<file path="src/rtl/txalign_seq.sv">
module txalign_seq #(
  parameter int LANES       = 4,
  parameter int MASTER      = 0,
  parameter int TIMEOUT_CYC = 4096
) (
  input  logic             clk,
  input  logic             rst,
  input  logic             start_req,
  input  logic [LANES-1:0] rst_done,
  input  logic [LANES-1:0] init_done,
  input  logic [LANES-1:0] align_done,
  output logic [LANES-1:0] dly_rst,
  output logic [LANES-1:0] ph_init,
  output logic [LANES-1:0] ph_align,
  output logic [LANES-1:0] dly_en,
  output logic             seq_done
);
  localparam int TW = $clog2(TIMEOUT_CYC);
  localparam logic [LANES-1:0] MBIT = LANES'(1) << MASTER;

  typedef enum logic [2:0] {S_IDLE, S_RST, S_INIT, S_ALIGN, S_DLYEN, S_DONE} st_t;
  st_t state, nxt;

  logic st_m, st_s, st_q;
  logic [LANES-1:0] rd_m, rd_s, id_m, id_s, ad_m, ad_s;
  logic ad_q;
  logic [TW-1:0] tcnt;
  logic [1:0] ecnt;

  always_ff @(posedge clk) begin
    if (rst) begin
      {st_m, st_s, st_q, ad_q} <= '0;
      {rd_m, rd_s, id_m, id_s, ad_m, ad_s} <= '0;
    end else begin
      st_m <= start_req;  st_s <= st_m;  st_q <= st_s;
      rd_m <= rst_done;   rd_s <= rd_m;
      id_m <= init_done;  id_s <= id_m;
      ad_m <= align_done; ad_s <= ad_m;
      ad_q <= ad_s[MASTER];
    end
  end

  wire start_rise = st_s & ~st_q;
  wire al_rise    = ad_s[MASTER] & ~ad_q;
  wire waiting    = state inside {S_RST, S_INIT, S_ALIGN, S_DLYEN};
  wire tmo        = waiting && (tcnt == TW'(TIMEOUT_CYC - 1));

  always_comb begin
    nxt = state;
    case (state)
      S_RST:   if (&rd_s) nxt = S_INIT;
      S_INIT:  if (&id_s) nxt = S_ALIGN;
      S_ALIGN: if (&ad_s) nxt = S_DLYEN;
      S_DLYEN: if (ecnt == 2'd2 || (al_rise && ecnt == 2'd1)) nxt = S_DONE;
      default: nxt = state;
    endcase
    if (tmo)        nxt = S_RST;
    if (start_rise) nxt = S_RST;
  end

  always_ff @(posedge clk) begin
    if (rst) begin
      state <= S_IDLE;
      tcnt  <= '0;
      ecnt  <= '0;
    end else begin
      state <= nxt;
      if (nxt != state || tmo || start_rise || !waiting) tcnt <= '0;
      else tcnt <= tcnt + 1'b1;
      if (state == S_RST || start_rise) ecnt <= '0;
      else if (al_rise && ecnt != 2'd2) ecnt <= ecnt + 1'b1;
    end
  end

  assign dly_rst  = {LANES{state == S_RST}};
  assign ph_init  = {LANES{state == S_INIT}};
  assign ph_align = {LANES{state == S_ALIGN}};
  assign dly_en   = (state == S_DLYEN) ? MBIT : '0;
  assign seq_done = (state == S_DONE);


  one_group_chk: assert property (@(posedge clk) disable iff (rst)
    $onehot0({|dly_rst, |ph_init, |ph_align, |dly_en, seq_done}));


  start_restart_chk: assert property (@(posedge clk) disable iff (rst)
    start_rise |=> (&dly_rst) && !seq_done);


  rst_hold_chk: assert property (@(posedge clk) disable iff (rst)
    (state == S_RST) && !(&rd_s) && !tmo |=> (&dly_rst));


  dlyen_master_chk: assert property (@(posedge clk) disable iff (rst)
    (|dly_en) |-> (dly_en == MBIT));


  done_edge_chk: assert property (@(posedge clk) disable iff (rst)
    $rose(seq_done) |-> $past(ad_s[MASTER]));


  done_hold_chk: assert property (@(posedge clk) disable iff (rst)
    seq_done && !start_rise |=> seq_done);


  timeout_chk: assert property (@(posedge clk) disable iff (rst)
    tmo && !start_rise |=> (&dly_rst));
endmodule

</file>
<file path="config.mk">
export PLATFORM = sky130hd
export DESIGN_NAME = txalign_seq
export DESIGN_NICKNAME = d
export VERILOG_FILES = /design/src/rtl/txalign_seq.sv
export SDC_FILE = /design/constraint.sdc
export NUM_CORES = 1
export LEC_CHECK = 0
export BUFFER_PORTS_ARGS = -buffer_cell sky130_fd_sc_hd__buf_4
export CAP_MARGIN = 15
export CORE_ASPECT_RATIO = 0.8
export CORE_MARGIN = 4
export CORE_UTILIZATION = 58
export CTS_CLUSTER_DIAMETER = 120
export DETAILED_ROUTE_END_ITERATION = 10
export PLACE_DENSITY = 0.93
export SLEW_MARGIN = 30
export SYNTH_ARGS = -nofsm -noshare
export SYNTH_HDL_FRONTEND = slang
export SYNTH_SLANG_ARGS = --single-unit
</file>
<file path="constraint.sdc">
create_clock -name clk -period 3.2 [get_ports clk]
set_input_delay 0.64 -clock clk [delete_from_list [all_inputs] [get_ports clk]]
set_output_delay 0.64 -clock clk [all_outputs]
set_load 0.05 [all_outputs]
</file>
==> results.md <==
- DRC viols: 0
- Vias per inst: 4.93
- P&R area growth vs syn: 13.9%
- Gr ovfl total: 0
- Final nets: 228
- Initial antenna violation count: 0
- PostCTS Resize Cnt: 0
- Crit end category: output pin
- Worst min path class: register to register
- Core Box Area: 0.00287 mm²
- CTS tree: done
- Slew at the pin with the worst max-slew slack: 0.676 ns
- Vias: 1,227
- Worst-path clk slew: 0.08 ns
- DRT Pass-1 Iters: 4
- # rows: 17
- Setup Fix Bufs, Post-CTS: 0
- Port Buffer Count: 28
- Sw Share: 23.7%
- Largest net degree at the start of global routing: 31
- Multi-input gate area: 768 µm²
- Status: finished, final reports clean
- Crit path max-delay family: simple AND/OR/NAND/NOR gates
- Post-layout min period: 2.44 ns
- Starting DRT DRC Count: 34
- CP peak stage delay: 0.59 ns
- # IOs: 32
- Hold buffer count at cts: 0
- CP Max Fanout: 7
- #FFs+latches synth: 45
- Leakage: 0.847 nW
- Share of cells above drive strength 1: 20.9%
- Sw power: 0.237 mW
- Gpl congestion: 0.774
- Worst Setup Path Type: register to output pin
- Post-synthesis sequential area ratio: 49.9%
- Dpl hpwl: 2.04 mm
- Total routing usage reported by global routing: 15.5%
- Seq pwr share: 58.2%
- Fin Setup TNS: 0 ns
- Starting Density: 62.8%
- Post-route ant nets: 0
- Final WL: 2.88 mm
- Unrepaired setup endpoints after global routing: false
- Worst path arrival time: 1.80 ns
- Placed cell count: 241
- Die Height: 57.9 µm
- WP data required: 2.56 ns
- Clk sinks: 45
- Clock tree buffer depth: 2
- Vias in the first global route: 1,072
- Post-Synthesis Cells: 190
- Synthesized area per cell: 9.50 µm²
- Slowest CP cell: nor3_1
- Critical path cell sequence: inv_1 -> nor3_1 -> buf_4
- N_diodes: 0
- Final-report hold violation count: 0
- Clock power frac: 33.9%
- Pins Over Slew Limit: 0
- First-pass GRT wire length: 4.77 mm
- Gate power share: 7.9%
- YS warnings: 0
- Non-Filler Instances: 249
- Register area: 901 µm²
- Die span in x: 70.4 µm
- Fmax: 0.409 GHz
- Tot Pwr: 1.00 mW
- Root Driver: clkbuf_8
- Peak supply drop: 481 µV
- CP Launch Type: register
- Count of cell types in the netlist: 35
- Final setup fails: 0
- Layout Skew: 0.00396 ns
- WL per Instance: 11.6 µm
- Clock Latency Late Sink: 0.30 ns
- Pwr/cell area: 488 mW/mm²
- Final-layout fill cell count: 213
- Max-Cap Viols: 0
- Number of buffers created by CTS: 5
- Worst Path Buf+Inv: 2
- Internal power: 0.765 mW
- Die Footprint: 0.00407 mm²
- Max_slew headroom: 54.6%
- H-tree Lvls: 2
- Mapped Area: 0.00180 mm²
- Tcrit/Tclk final: 76.4%
[cell usage in the layout, fill, tap and decap left out, types with 2 or more instances in the layout]
cell       n
xor2_1     4
ha_1       3
nor4_1     2
nand3_1    5
nor3b_1    3
nor2b_1   28
inv_1      8
nand2b_1   4
dfxtp_1   45
nor2_1    21
nor3_1     6
a21oi_1    3
nand2_1   15
conb_1     3
clkbuf_8   5
xnor2_1    8
buf_4     29
[power groups by stage]
stage,combinational [mW],sequential (mW),clock (mW)
after floorplan,0.0622,0.595,0
after global placement,0.0758,0.596,0
after detailed placement,0.0780,0.597,0
after CTS,0.0783,0.584,0.356
after global routing,0.0865,0.586,0.385
final,0.0788,0.584,0.340
[kinds of logic after synthesis]
kind of cell             share of synthesized area (%)
multiplexers                                     0.555
XOR/XNOR                                          5.83
AO/OA/AOI/OAI                                     4.30
other                                            0.208
adder cells (fa/ha/maj)                           2.08
buffers and inverters                             8.39
AND/OR/NAND/NOR                                   28.7
flip-flops                                        49.9
[final timing paths]
kind	startpoint	end	cells after the start	slack [ns]
worst min-delay path	id_m[1]	id_s[1]	1	0.44
worst min register to register	id_m[1]	id_s[1]	1	0.44
worst max register to register	tcnt[0]	tcnt[6]	7	1.22
worst max-delay path	state[0]	dly_rst[2]	3	0.76
[per-layer routing]
layer,track usage [%],wire [µm],up-vias
met3,7.45,226,5
met5,0,0,-
met2,24.9,1330,37
met1,17.6,1280,547
met4,6.56,49,0
li1,-,-,638
[sequential cells by signal (all words and copies together), names as in the netlist]
register	flops
tcnt	12
ad_m	4
ad_s	4
id_m	4
id_s	4
rd_m	4
rd_s	4
state	3
ecnt	2
ad_q	1
st_m	1
st_q	1
st_s	1
[metrics by stage]
stage	util, %	hold slack [ns]	instance area (µm²)	setup slack, ns
2_1_floorplan	-	0.414	1810	0.328
3_3_place_gp	68.1	0.422	1960	1.01
3_5_place_dp	68.1	0.420	1960	0.953
4_1_cts	71.2	0.444	2050	0.773
5_1_grt	71.5	0.463	2050	0.603
6_report	71.5	0.442	2050	0.757
[area by class of cell]
| type | instances | share of cell area, % |
|---|---|---|
| Clock buffer | 5 | 3.35 |
| Clock inverter | 3 | 1.04 |
| Inverter | 8 | 1.46 |
| Multi-Input combinational cell | 121 | 37.4 |
| Sequential cell | 45 | 43.8 |
| Tap cell | 38 | 2.31 |
| Timing Repair Buffer | 29 | 10.6 |
[cells in the mapped netlist]
| library cell | number | area (µm²) |
|---|---|---|
| a2111oi_0 | 1 | 8.76 |
| a2111oi_4 | 1 | 27.5 |
| a211oi_1 | 1 | 7.51 |
| a21oi_1 | 3 | 15.0 |
| a31oi_1 | 1 | 6.26 |
| and2_0 | 1 | 6.26 |
| and3_1 | 1 | 6.26 |
| and4_1 | 1 | 8.76 |
| and4_4 | 1 | 11.3 |
| buf_2 | 1 | 5.00 |
| buf_4 | 12 | 90.1 |
| buf_6 | 1 | 11.3 |
| clkbuf_1 | 4 | 15.0 |
| conb_1 | 1 | 3.75 |
| dfxtp_1 | 45 | 901 |
| ha_1 | 3 | 37.5 |
| inv_1 | 8 | 30.0 |
| mux2i_1 | 1 | 10.0 |
| nand2_1 | 15 | 56.3 |
| nand2b_1 | 4 | 25.0 |
| nand3_1 | 5 | 25.0 |
| nand3b_1 | 1 | 7.51 |
| nand4_1 | 1 | 6.26 |
| nand4_2 | 1 | 12.5 |
| nor2_1 | 21 | 78.8 |
| nor2b_1 | 28 | 175 |
| nor3_1 | 6 | 30.0 |
| nor3b_1 | 3 | 22.5 |
| nor4_1 | 2 | 12.5 |
| nor4_2 | 1 | 12.5 |
| nor4b_2 | 1 | 15.0 |
| o22ai_2 | 1 | 12.5 |
| or2_2 | 1 | 6.26 |
| xnor2_1 | 8 | 70.1 |
| xor2_1 | 4 | 35.0 |
Note: power is estimated with default switching activity, not from simulation.
